==> src/rtl/cfg_hdr_pkg.sv <==
package cfg_hdr_pkg;

  localparam int unsigned MIN_BAR_LOG2 = 12;

  // log2 of the decoded window: power-of-two round-up, floor of 4 KiB
  function automatic int unsigned bar_log2(input logic [31:0] len);
    int unsigned l;
    l = $clog2(len);
    if (l < MIN_BAR_LOG2) l = MIN_BAR_LOG2;
    return l;
  endfunction

  // dword slots of the header (offset[5:2])
  localparam logic [3:0] DW_ID      = 4'd0;
  localparam logic [3:0] DW_CMDSTS  = 4'd1;
  localparam logic [3:0] DW_CLASS   = 4'd2;
  localparam logic [3:0] DW_HDRLAT  = 4'd3;
  localparam logic [3:0] DW_BARBASE = 4'd4;
  localparam logic [3:0] DW_SUBSYS  = 4'd11;
  localparam logic [3:0] DW_CAPPTR  = 4'd13;
  localparam logic [3:0] DW_INTR    = 4'd15;

endpackage

==> src/rtl/cfg_bar_pair.sv <==
module cfg_bar_pair
  import cfg_hdr_pkg::*;
#(
  parameter logic [31:0] LEN = 32'd4096
) (
  input  logic        clk,
  input  logic        rst_n,
  input  logic        wr_lo,
  input  logic        wr_hi,
  input  logic [31:0] wdata,
  output logic [31:0] lo_q,
  output logic [31:0] hi_q
);
  localparam bit          IMPL    = (LEN != 32'd0);
  localparam int unsigned LOG2    = bar_log2(LEN);
  localparam logic [63:0] SPAN    = 64'd1 << LOG2;
  localparam logic [63:0] MASK64  = ~(SPAN - 64'd1);
  localparam logic [31:0] LO_MASK = IMPL ? (MASK64[31:0] | 32'h4) : 32'h0;
  localparam logic [31:0] HI_MASK = IMPL ? MASK64[63:32] : 32'h0;
  localparam logic [31:0] TYPE64  = IMPL ? 32'h4 : 32'h0;

  logic [31:0] lo_d, hi_d;

  always_comb begin
    lo_d = lo_q;
    hi_d = hi_q;
    if (wr_lo) lo_d = (wdata & LO_MASK) | TYPE64;
    if (wr_hi) hi_d = wdata & HI_MASK;
  end

  always_ff @(posedge clk or negedge rst_n) begin
    if (!rst_n) begin
      lo_q <= '0;
      hi_q <= '0;
    end else begin
      if (wr_lo) lo_q <= lo_d;
      if (wr_hi) hi_q <= hi_d;
    end
  end
endmodule

==> src/rtl/cfg_hdr_rdmux.sv <==
module cfg_hdr_rdmux
  import cfg_hdr_pkg::*;
#(
  parameter int unsigned NUM_BARS   = 6,
  parameter logic [15:0] VENDOR_ID  = 16'hA11C,
  parameter logic [15:0] DEVICE_ID  = 16'h5E70,
  parameter logic [7:0]  REVISION   = 8'h03,
  parameter logic [23:0] CLASS_CODE = 24'h058000,
  parameter logic [15:0] SUB_VID    = 16'hA11C,
  parameter logic [15:0] SUB_ID     = 16'h0042,
  parameter logic [7:0]  INT_PIN    = 8'h01,
  parameter bit          MULTI_FN   = 1'b1,
  parameter bit          HAS_CAPS   = 1'b1
) (
  input  logic [3:0]               dw,
  input  logic [15:0]              cmd_q,
  input  logic [7:0]               lat_q,
  input  logic [7:0]               line_q,
  input  logic [32*NUM_BARS-1:0]   bars,
  output logic [31:0]              rdata
);
  localparam logic [15:0] STATUS = HAS_CAPS ? 16'h0010 : 16'h0000;
  localparam logic [7:0]  CAPPTR = HAS_CAPS ? 8'h40 : 8'h00;
  localparam logic [7:0]  HDRTYP = MULTI_FN ? 8'h80 : 8'h00;

  logic [3:0] bar_idx;

  always_comb begin
    bar_idx = dw - DW_BARBASE;
    rdata   = 32'h0;
    unique case (dw)
      DW_ID:     rdata = {DEVICE_ID, VENDOR_ID};
      DW_CMDSTS: rdata = {STATUS, cmd_q};
      DW_CLASS:  rdata = {CLASS_CODE, REVISION};
      DW_HDRLAT: rdata = {8'h00, HDRTYP, lat_q, 8'h00};
      4'd4, 4'd5, 4'd6, 4'd7, 4'd8, 4'd9:
        if (32'(bar_idx) < NUM_BARS) rdata = bars[32*bar_idx +: 32];
      DW_SUBSYS: rdata = {SUB_ID, SUB_VID};
      DW_CAPPTR: rdata = {24'h0, CAPPTR};
      DW_INTR:   rdata = {16'h0, INT_PIN, line_q};
      default:   rdata = 32'h0;
    endcase
  end
endmodule

==> src/rtl/cfg_type0_hdr.sv <==
module cfg_type0_hdr
  import cfg_hdr_pkg::*;
#(
  parameter int unsigned           NUM_PAIRS  = 3,
  parameter logic [NUM_PAIRS*32-1:0] BAR_LEN  = {32'h0003_0000, 32'h0, 32'd100},
  parameter logic [15:0]           CMD_WMASK  = 16'h0406,
  parameter logic [15:0]           VENDOR_ID  = 16'hA11C,
  parameter logic [15:0]           DEVICE_ID  = 16'h5E70,
  parameter logic [7:0]            REVISION   = 8'h03,
  parameter logic [23:0]           CLASS_CODE = 24'h058000,
  parameter logic [15:0]           SUB_VID    = 16'hA11C,
  parameter logic [15:0]           SUB_ID     = 16'h0042,
  parameter logic [7:0]            INT_PIN    = 8'h01,
  parameter bit                    MULTI_FN   = 1'b1,
  parameter bit                    HAS_CAPS   = 1'b1
) (
  input  logic        clk,
  input  logic        rst_n,
  input  logic        req_valid,
  input  logic        req_write,
  input  logic [11:0] req_offset,
  input  logic [31:0] req_wdata,
  output logic        cap_fwd,
  output logic        rsp_valid,
  output logic [31:0] rsp_rdata,
  output logic        rsp_error,
  output logic        mem_decode_en
);
  localparam int unsigned NUM_BARS = 2 * NUM_PAIRS;

  logic        in_hdr, aligned, bad_off, acc_ok, wr_ok, bar_wr;
  logic [3:0]  dw;
  logic [15:0] cmd_q, cmd_d;
  logic [7:0]  lat_q, lat_d, line_q, line_d;
  logic        rsp_valid_d, rsp_error_d;
  logic [31:0] rsp_rdata_d, rd_word;
  logic [32*NUM_BARS-1:0] bars;

  // request decode
  always_comb begin
    in_hdr  = (req_offset < 12'h040);
    aligned = (req_offset[1:0] == 2'b00);
    bad_off = (in_hdr && !aligned) || (req_offset >= 12'h100);
    cap_fwd = req_valid && !in_hdr && (req_offset < 12'h100);
    acc_ok  = req_valid && in_hdr && aligned;
    wr_ok   = acc_ok && req_write;
    dw      = req_offset[5:2];
    bar_wr  = wr_ok && !cmd_q[1] && (dw >= 4'd4) && (dw <= 4'd9);
  end

  // next state
  always_comb begin
    cmd_d  = cmd_q;
    lat_d  = lat_q;
    line_d = line_q;
    if (wr_ok) begin
      unique case (dw)
        DW_CMDSTS: cmd_d  = req_wdata[15:0] & CMD_WMASK;
        DW_HDRLAT: lat_d  = req_wdata[15:8];
        DW_INTR:   line_d = req_wdata[7:0];
        default: ;
      endcase
    end
    rsp_valid_d = req_valid && !cap_fwd;
    rsp_error_d = req_valid && bad_off;
    rsp_rdata_d = (acc_ok && !req_write) ? rd_word : 32'h0;
  end

  always_ff @(posedge clk or negedge rst_n) begin
    if (!rst_n) begin
      cmd_q     <= '0;
      lat_q     <= '0;
      line_q    <= '0;
      rsp_valid <= 1'b0;
      rsp_error <= 1'b0;
      rsp_rdata <= '0;
    end else begin
      if (wr_ok) begin
        cmd_q  <= cmd_d;
        lat_q  <= lat_d;
        line_q <= line_d;
      end
      rsp_valid <= rsp_valid_d;
      rsp_error <= rsp_error_d;
      rsp_rdata <= rsp_rdata_d;
    end
  end

  assign mem_decode_en = cmd_q[1];

  for (genvar p = 0; p < NUM_PAIRS; p++) begin : g_pair
    logic [31:0] lo_q, hi_q;
    cfg_bar_pair #(.LEN(BAR_LEN[32*p +: 32])) u_pair (
      .clk   (clk),
      .rst_n (rst_n),
      .wr_lo (bar_wr && (dw == 4'(4 + 2*p))),
      .wr_hi (bar_wr && (dw == 4'(5 + 2*p))),
      .wdata (req_wdata),
      .lo_q  (lo_q),
      .hi_q  (hi_q)
    );
    assign bars[64*p +: 32]      = lo_q;
    assign bars[64*p + 32 +: 32] = hi_q;
  end

  cfg_hdr_rdmux #(
    .NUM_BARS(NUM_BARS), .VENDOR_ID(VENDOR_ID), .DEVICE_ID(DEVICE_ID),
    .REVISION(REVISION), .CLASS_CODE(CLASS_CODE), .SUB_VID(SUB_VID),
    .SUB_ID(SUB_ID), .INT_PIN(INT_PIN), .MULTI_FN(MULTI_FN), .HAS_CAPS(HAS_CAPS)
  ) u_rdmux (
    .dw     (dw),
    .cmd_q  (cmd_q),
    .lat_q  (lat_q),
    .line_q (line_q),
    .bars   (bars),
    .rdata  (rd_word)
  );
endmodule

==> config.mk <==
export PLATFORM = sky130hd
export DESIGN_NAME = cfg_type0_hdr
export DESIGN_NICKNAME = d
export VERILOG_FILES = /design/src/rtl/cfg_hdr_pkg.sv /design/src/rtl/cfg_bar_pair.sv /design/src/rtl/cfg_hdr_rdmux.sv /design/src/rtl/cfg_type0_hdr.sv
export SDC_FILE = /design/constraint.sdc
export NUM_CORES = 1
export LEC_CHECK = 0
export BUFFER_PORTS_ARGS = -buffer_cell sky130_fd_sc_hd__buf_2
export CORE_MARGIN = 5
export CORE_UTILIZATION = 47
export CTS_BUF_LIST = sky130_fd_sc_hd__clkbuf_2
export CTS_CLUSTER_SIZE = 25
export DETAILED_ROUTE_END_ITERATION = 6
export GPL_ROUTABILITY_DRIVEN = 0
export PLACE_DENSITY_LB_ADDON = 0.05
export REMOVE_ABC_BUFFERS = 1
export SYNTH_ARGS = -nofsm -noshare
export SYNTH_HDL_FRONTEND = slang
export SYNTH_SLANG_ARGS = --single-unit
==> constraint.sdc <==
create_clock -name clk -period 1.6 [get_ports clk]
set_input_delay 0.16 -clock clk [delete_from_list [all_inputs] [get_ports clk]]
set_output_delay 0.16 -clock clk [all_outputs]
set_load 0.005 [all_outputs]
Word-level counts from Yosys, hierarchy flattened
Index checks and enable logic that the tools add are counted.
W data, S select, Z words.
{ "totals": {"reg_bits": 153, "input_bits": 48} }
{ "op_classes": {"addsub": 1, "order_cmp": 6, "n_eq_ne": 12, "n_shift": 1, "n_mux": 3, "n_reduce_logical": 28} }
{ "ops": {"columns": ["operator", "n"], "rows": [
  ["$pmux W32 S8", 1],
  ["$shiftx A192 B10 Y32", 1],
  ["$mux W32", 2],
  ["$eq A4 B4 Y1 const B", 5],
  ["$eq A4 B3 Y1 const B", 4],
  ["$logic_and A1 B1 Y1", 16],
  ["$ge A12 B9 Y1 const B", 1],
  ["$lt A12 B7 Y1 const B", 1],
  ["$lt A12 B9 Y1 const B", 1],
  ["$eq A4 B2 Y1 const B", 2],
  ["$reduce_and A2 Y1", 3],
  ["$reduce_or A6 Y1", 1],
  ["$logic_not A1 Y1", 5],
  ["$eq A4 B1 Y1 const B", 1],
  ["$ge A4 B3 Y1 const B", 1],
  ["$le A4 B4 Y1 const B", 1],
  ["$logic_not A4 Y1", 1],
  ["$lt A4 B3 Y1 const B", 1],
  ["$sub A4 B3 Y4 const B", 1],
  ["$logic_not A2 Y1", 1],
  ["$logic_or A1 B1 Y1", 1]
]} }

Depth between registers and ports, before layout
Gate-level depths: netlist of run 1.
{ "depth": {"word_depth": 8, "depth_mapped": 9, "depth_no_buf": 6} }

Modules after synthesis
A second synthesis of run 1 with hierarchy kept.
{ "hier_totals": {"cells_unflattened": 715, "hier_area_um2": 8932.3} }
{ "by_module_without_submodules": {"columns": ["module", "n_inst", "cells_per_inst", "area_each_um2", "seq_area_each_um2"], "rows": [
  ["cfg_bar_pair (g_pair[0].u_pair)", 1, 124, 2203.4, 1326.3],
  ["cfg_hdr_rdmux", 1, 268, 2157.1, 0.0],
  ["cfg_bar_pair (g_pair[2].u_pair)", 1, 118, 2072.0, 1176.1],
  ["cfg_type0_hdr", 1, 140, 2015.7, 1326.3],
  ["cfg_bar_pair (g_pair[1].u_pair)", 1, 65, 484.2, 0.0]
]} }

Worst setup path before layout of run 1
Ideal clock, no wire load.
{ "synth_path": {"path_type": "in2reg", "startpoint": "input req_offset[4]", "endpoint": "register g_pair[0].u_pair.hi_q[10]", "setup_time_ns": 0.125, "arrival_time_ns": 2.012, "required_ns": 1.475, "path_slack_ns": -0.537, "path_stages": 9, "path_buffers": 3, "path_cell_list": "clkbuf_1 -> inv_1 -> ha_1 -> nor3b_1 -> and2_1 -> and4_1 -> clkbuf_2 -> buf_4 -> mux2_2"} }
{ "synth_via": {"elab_chain_len": 8, "elab_cells_between_ends": 11, "cone_classes": "order compare (3); eq/ne (1); reduce/logical (7)"} }
{ "synth_lines": {"columns": ["item", "line_no", "source"], "rows": [
  ["from (decl)", "cfg_type0_hdr.sv:21", "input logic [11:0] req_offset,"],
  ["$lt A12 B7 Y1", "cfg_type0_hdr.sv:41", "in_hdr = (req_offset < 12'h040);"],
  ["$logic_and A1 B1 Y1 (2 in series)", "cfg_type0_hdr.sv:45", "acc_ok = req_valid && in_hdr && aligned;"],
  ["$logic_and A1 B1 Y1", "cfg_type0_hdr.sv:46", "wr_ok = acc_ok && req_write;"],
  ["$logic_and A1 B1 Y1 (3 in series)", "cfg_type0_hdr.sv:48", "bar_wr = wr_ok && !cmd_q[1] && (dw >= 4'd4) && (dw <= 4'd9);"],
  ["$logic_and A1 B1 Y1 *", "cfg_type0_hdr.sv:97", ".wr_hi (bar_wr && (dw == 4'(5 + 2*p))),"],
  ["to (signal assigned)", "cfg_bar_pair.sv:37", "if (wr_hi) hi_q <= hi_d;"],
  ["to (decl)", "cfg_bar_pair.sv:12", "output logic [31:0] hi_q"]
]} }
Mark *: on every way between the ends. The rest lies on a longest branch, timed or not.
A chain may end at the register's enable or synchronous reset.

Worst setup path after layout of run 1
{ "layout_path": {"startpoint": "register cmd_q[1]", "endpoint": "register g_pair[0].u_pair.hi_q[5]"} }
{ "layout_via": {"elab_chain_len": 5} }
{ "layout_lines": {"columns": ["item", "line_no", "source"], "rows": [
  ["from (decl)", "cfg_type0_hdr.sv:33", "logic [15:0] cmd_q, cmd_d;"],
  ["from (signal assigned)", "cfg_type0_hdr.sv:79", "cmd_q <= cmd_d;"],
  ["$logic_not A1 Y1", "cfg_type0_hdr.sv:48", null],
  ["$logic_and A1 B1 Y1 (3 in series)", "cfg_type0_hdr.sv:48", null],
  ["$logic_and A1 B1 Y1", "cfg_type0_hdr.sv:97", null]
]} }
Every way passes these cells.

==> impl_results.md, run 1 <==
- Setup TNS: -10.75 ns
- Vias: 4547
- WL per Instance: 18.8 um
- Post-Syn Area per Cell: roughly 14 um^2
- CP delay by family, top: simple AND/OR/NAND/NOR gates
- Failing checks: setup timing
- Crit Path Class: flop to flop
- Die Ht: about 130 um
- Port bufs: a little over 80
- H-tree depth: 4
- Die W: between 100 and 150 um
- Worst-Skew Late Latency: 0.73 ns
- Achievable frequency: 570 MHz
- Slowest cell on crit path: dfrtp_1
- Worst EP required: 2.22 ns
- EDFF count, synth: 0
- Clock transition at the registers of the reported paths: between 0.2 and 0.25 ns
- HPWL Detailed: roughly 11000 um
- Core region area: 13900 um^2
- Mapped Cells: 482
- Relative slew slack: 67.0%
- Number of distinct library cells after synthesis: between 40 and 50
- Die area: 16800 um^2
- Crit-path cells: nor3b_2, and2_1, and4_4, buf_12, mux2_2
- Status: finished, violations left
- CTS tree: yes
- Vias per cell: 5.30
- CP peak stage delay: 0.44 ns
- Top cell type's share of synthesized area: 57.0%
- Vias in the first global route: 4848
- Residual DRC: 0
- WHS: 0.0923 ns
- Ports: 84
- Fraction of layout cells with a size suffix above 1: 49.5%
- Yosys warning count: 0
- CTS Root Cell: clkbuf_2
- TritonCTS Buffers: 17
- CP bufs+invs: 1
- Largest net degree at the start of global routing: 47
- Tcrit/Tclk final: 110%
- Area contributors post-synth: dfrtp_1 57%, mux2_2 21%, mux4_2 5.0%
- Area delta synth->final: 30.6%
- # clock sinks: 153
- Global-route wire length before repair: 25900 um
- Grt ovf: 0
- Seq/Total Area, Yosys: 57.0%
- Post-layout power: around 6.5 mW
- Initial antenna violation count: 1
- Initial DRT Pass Iterations: 4
- Final Skew: 0.0266 ns
- Top-count cell post-synth: dfrtp_1
- Final Hold Viols: 0
- Crit-path max FO: 17
- Overall routed net length: 16200 um
- Max Slew Vio Count: 0
- Final Setup Violations: 103
- RSZ-0062 raised after global routing: true
- Measured slew at the worst slew-check pin: 0.496 ns
- Clk buf depth: 2
- Worst Hold Class: input pin to flop
- Asr flop ratio synth: 100%
- Post-DRT Antenna Nets: 0
- Layout Nets: 718
- PwrDens: 738 nW/um^2
- Gr usage total: 20.4%
- Initial drt markers: 190
- Rows: 43
- Flops & latches, synth: about 150
- Fin worst setup slack: -0.153 ns
- Post-synth top cells: 153 x dfrtp_1, 126 x mux2_2, 23 x nor2_1, 19 x a21oi_1, 19 x nand2_1
- Synth Cell Area: 6710 um^2
- Arrival @ worst endpoint: 2.38 ns
- Area leader, netlist: dfrtp_1
- Initial Util: around half
- CP startpoint kind: flop
- Worst IR drop on VDD: 813 uV
- MaxCap Viol Count: 0
- Ys flop type: dfrtp_1
- Pre-CTS setup slack: -0.535 ns
- Final min period: 1.75 ns
- Leak Pwr: 4.42 nW
- Capturing element type of the critical path: flop
[layout make-up]
type,count,area (um^2)
tap,180,225
clock buffer,18,90.1
antenna,1,2.50
inverter,5,18.8
multi-input combinational,293,2880
fill,1083,5170
timing repair buffer,196,1580
clock inverter,12,129
sequential,153,3830
[cell families (layout without fill, tap and decap cells)]
| kind of cell | after synthesis | in the layout | share of synthesized area, % |
|---|---|---|---|
| adder cells (fa/ha/maj) | 4 | 4 | 0.746 |
| AND/OR/NAND/NOR | 83 | 83 | 6.92 |
| other | 0 | 1 | 0 |
| buffers and inverters | 36 | 231 | 2.59 |
| AO/OA/AOI/OAI | 56 | 56 | 5.13 |
| multiplexers | 150 | 150 | 27.6 |
| flip-flops | 153 | 153 | 57.0 |
[worst reg2reg max path, delay by kind of cell (launching register included)]
kind	cells	cell delay, ns
simple gates	3	0.68
flops	1	0.44
mux	1	0.35
buf+inv	1	0.18
[metal layers]
| layer | GRT usage [%] | part of all wire (%) |
|---|---|---|
| met1 | 27.4 | 46 |
| met2 | 33.8 | 49 |
| met3 | 4.78 | 4.4 |
| met4 | 4.95 | 0.93 |
| met5 | 0 | 0 |
[stage by stage]
step,cells,cell area [um^2],util (%)
2_1_floorplan,451,6560,-
3_3_place_gp,774,7780,55.9
3_5_place_dp,774,7780,55.9
4_1_cts,855,8730,62.7
5_1_grt,858,8760,62.9
6_report,858,8760,62.9
[power breakdown]
group	internal [mW]	leakage, nW	switching, mW
Combinational	0.249	2.16	0.294
Clock	0.698	0.123	1.34
Sequential	3.88	2.13	0.00313
Total	4.83	4.42	1.64
[path summary, 6_finish.rpt]
| path | start | end | slack, ns | depth (start not counted) |
|---|---|---|---|---|
| setup / recovery | cmd_q[1]$_DFFE_PN0P_ | g_pair[0].u_pair.hi_q[5]$_DFFE_PN0P_ | -0.15 | 5 |
| hold / removal | req_offset[9] | rsp_rdata[16]$_DFF_PN0_ | 0.09 | 6 |
| setup reg to reg | cmd_q[1]$_DFFE_PN0P_ | g_pair[0].u_pair.hi_q[5]$_DFFE_PN0P_ | -0.15 | 5 |
| hold reg to reg | g_pair[0].u_pair.lo_q[2]$_DFFE_PN0P_ | g_pair[0].u_pair.lo_q[2]$_DFFE_PN0P_ | 0.50 | 1 |
| max in group asynchronous | rst_n | g_pair[2].u_pair.hi_q[17]$_DFFE_PN0P_ | 0.57 | 4 |
| min in group asynchronous | rst_n | rsp_rdata[6]$_DFF_PN0_ | 0.42 | 3 |
[flip-flops by register name, indices dropped and copies added (netlist names)]
name and count:
lat_q 8, g_pair.u_pair.lo_q 36, rsp_rdata 32, g_pair.u_pair.hi_q 64, line_q 8, rsp_error 1
cmd_q 3, rsp_valid 1
[cells in the final DEF, fill, tap and decap left out, types with 4 or more instances in the layout]
master	Yosys	routed
a21oi_1	19	19
a22oi_1	6	6
a31oi_1	5	5
and3_1	4	4
and3b_1	4	4
buf_12	0	10
buf_2	12	82
buf_4	4	51
buf_6	1	6
clkbuf_2	1	18
clkinvlp_4	0	4
dfrtp_1	153	153
dlygate4sd3_1	0	44
ha_1	4	4
inv_1	5	5
mux2_2	126	89
mux2_4	0	39
mux2i_1	6	6
mux4_2	15	15
nand2_1	19	19
nand2b_1	6	6
nor2_1	23	23
nor2b_1	4	4
o21ai_0	14	14
[repair_timing]
| item | CTS | global route |
|---|---|---|
| hold endpoints to repair | 288 | 3 |
| hold buffers | 43 | 1 |
| pin swaps | 0 | 1 |
| resized for setup | 50 | 2 |
| gates cloned | 3 | 0 |
| buffers inserted | 5 | 1 |
| endpoints found under the setup margin | 99 | 109 |
Power figures use the tool's default switching activity.
==> run 2: changes to the inputs <==
Settings changed: PLACE_DENSITY_LB_ADDON 0.05 to 0.15.
==> impl_results.md, run 2 (synthesized netlist as in run 1, its figures left out) <==
- Grt ovf: 0 (unchanged)
- Achievable frequency: 562 MHz (-1.4%)
- Die Ht: 129 um (unchanged)
- # clock sinks: 153 (unchanged)
- Hold EP: rsp_rdata[13]$_DFF_PN0_
- Fin worst setup slack: -0.178 ns (-0.0251 ns)
- Area delta synth->final: 32.7%
- Capturing element type of the critical path: flop
- Cells after DPL: 778 (+0.52%)
- Vias per cell: 5.40 (+1.9%)
- Layout Nets: 721 (+0.42%)
- Arrival @ worst endpoint: 2.39 ns (about the same)
- Clock transition at the registers of the reported paths: 0.21 ns (about the same)
- Measured slew at the worst slew-check pin: 0.540 ns (+0.0443 ns)
- TritonCTS Buffers: 17 (unchanged)
- Global-route wire length before repair: 26100 um (+0.77%)
- Worst Hold Class: input pin to flop
- Vias in the first global route: 4922 (+1.5%)
- Residual DRC: 0 (unchanged)
- Crit-path cells: nor3b_2, nand3_1, nor3_4, buf_12, buf_12, mux2_2
- Overall routed net length: 17000 um (+4.9%)
- CP bufs+invs: 2 (+1)
- Failing checks: setup timing
- Hold Path Cell Cnt: 5 (-1)
- CP delay by family, top: simple AND/OR/NAND/NOR gates
- Final Non-Filler Cells: 863 (+0.58%)
- Initial Util: 48.2% (unchanged)
- HPWL Detailed: 10900 um (+2.4%)
- Crit Path Class: flop to flop
- Largest net degree at the start of global routing: 50 (+6.4%)
- Max Slew Vio Count: 0 (unchanged)
- Worst flop-to-flop path endpoint: g_pair[2].u_pair.hi_q[3]$_DFFE_PN0P_
- MaxCap Viol Count: 0 (unchanged)
- Worst IR drop on VDD: 429 uV (-47%)
- Vias: 4662 (+2.5%)
- Worst reg2reg path depth: 6 (+1)
- RSZ-0062 raised after global routing: true
- CTS tree: yes
- Most used cell, CP: buf_12
- Relative slew slack: 63.8% (-3.1 points)
- Status: finished, violations left
- Tcrit/Tclk final: 111% (+1.6 points)
- Initial antenna violation count: 1 (unchanged)
- Post-layout power: 6.69 mW (+3.4%)
- Most frequent cells in the layout: 153 x dfrtp_1, 80 x buf_2, 78 x mux2_2
- Worst EP required: 2.21 ns (about the same)
- CTS Root Cell: clkbuf_2
- H-tree depth: 4 (unchanged)
- Worst-Skew Late Latency: 0.70 ns (-0.03 ns)
- Max FFs per register: 64 (unchanged)
- PwrDens: 750 nW/um^2 (+1.7%)
- Gr usage total: 20.3% (-0.079 points)
- Clk buf depth: 2 (unchanged)
- Largest Register: g_pair.u_pair.hi_q
- Commonest non-fill, non-tap cell in the layout: dfrtp_1
- R2r startpoint: cmd_q[1]$_DFFE_PN0P_
- Core region area: 13900 um^2 (unchanged)
- Final Skew: 0.0206 ns (-0.00606 ns)
- Worst hold path startpoint: req_offset[4]
- Slowest cell on crit path: dfrtp_1
- Final Hold Viols: 0 (unchanged)
- Post-DRT Antenna Nets: 0 (unchanged)
- Port bufs: 83 (unchanged)
- Final Setup Violations: 86 (-17%)
- WL per Instance: 19.6 um (+4.3%)
- Fraction of layout cells with a size suffix above 1: 50.3% (+0.81 points)
- Initial drt markers: 221 (+16%)
- Leak Pwr: 4.49 nW (+1.4%)
- Largest regs: g_pair.u_pair.hi_q (64), g_pair.u_pair.lo_q (36), rsp_rdata (32)
- Die W: 129 um (unchanged)
- Crit-path max FO: 12 (-5)
- Die area: 16800 um^2 (unchanged)
- Final Core Density: 63.9% (+1.1 points)
- R2R setup slack: -0.18 ns (-0.03 ns)
- Initial DRT Pass Iterations: 4 (unchanged)
- Ports: 84 (unchanged)
- CP startpoint kind: flop
- CP peak stage delay: 0.44 ns (about the same)
- Final min period: 1.78 ns (+0.0251 ns)
- Rows: 43 (unchanged)
run 2: changes by cell type in the layout (fill, tap and decap cells not counted), moves of 3 or more:
cell	before	now
mux2_2	89	78
clkbuf_16	0	4
buf_16	3	0
mux2_4	39	51
run 2: metrics by stage:
| step | setup slack, ns | area (um^2) | hold WS (ns) | TNS (ns) |
|---|---|---|---|---|
| after floorplan | -1.09 | 6560 | -0.136 | -91.30 |
| after global placement | -0.436 | 7790 | 0.147 | -46.68 |
| after detailed placement | -0.441 | 7790 | 0.155 | -50.98 |
| after CTS | -0.125 | 8570 | 0.0226 | -8.55 |
| after global routing | -0.232 | 8910 | 0.0599 | -15.42 |
| final | -0.178 | 8910 | 0.120 | -10.07 |
run 2: worst max path at each step:
stage                                     from                               endpoint  cells past startpoint
after global placement          req_offset[11]                rsp_rdata[12]$_DFF_PN0_                      6
after floorplan                  req_offset[4]   g_pair[2].u_pair.hi_q[0]$_DFFE_PN0P_                      6
after CTS                 cmd_q[1]$_DFFE_PN0P_   g_pair[2].u_pair.hi_q[9]$_DFFE_PN0P_                      5
final                     cmd_q[1]$_DFFE_PN0P_   g_pair[2].u_pair.hi_q[3]$_DFFE_PN0P_                      6
after detailed placement         req_offset[4]                rsp_rdata[25]$_DFF_PN0_                     10
after global routing      cmd_q[1]$_DFFE_PN0P_  g_pair[2].u_pair.hi_q[24]$_DFFE_PN0P_                      6
run 2: final cells by class:
class | count | area (um^2)
clock inverters | 12 | 150
clock buffers | 20 | 100
fillers | 1088 | 5030
inverters | 5 | 18.8
flip-flops and latches | 153 | 3830
well taps | 180 | 225
multi-input cells | 293 | 2940
repair buffers | 199 | 1650
diodes | 1 | 2.50
run 2: repair_timing:
action / in CTS / in global routing
gates cloned: 1 / 5
endpoints found under the setup margin: 99 / 117
setup buffers: 0 / 2
hold endpoints to repair: 290 / 0
hold buffers: 46 / 0
gates resized for setup: 9 / 66
pin swaps: 1 / 5
run 2: per-layer routing:
| layer | wire length [um] | share of wire, % | global-route usage [%] | vias up |
|---|---|---|---|---|
| met3 | 807 | 4.8 | 4.37 | 19 |
| met5 | 0 | 0 | 0 | - |
| li1 | - | - | - | 2126 |
| met2 | 8200 | 48 | 33.6 | 125 |
| met1 | 7760 | 46 | 27.5 | 2392 |
| met4 | 196 | 1.2 | 5.38 | 0 |
run 2: where the power goes:
group / switching (mW) / internal [mW]
registers: 0.00327 / 3.88
logic: 0.300 / 0.254
clock network: 1.36 / 0.886
total: 1.67 / 5.02
run 2: worst reg2reg max path: cells and delay by family, from the launching register on:
| family | cells | cell delay, ns |
|---|---|---|
| buffers and inverters | 2 | 0.33 |
| muxes | 1 | 0.34 |
| DFF | 1 | 0.44 |
| and+or+nand+nor | 3 | 0.56 |
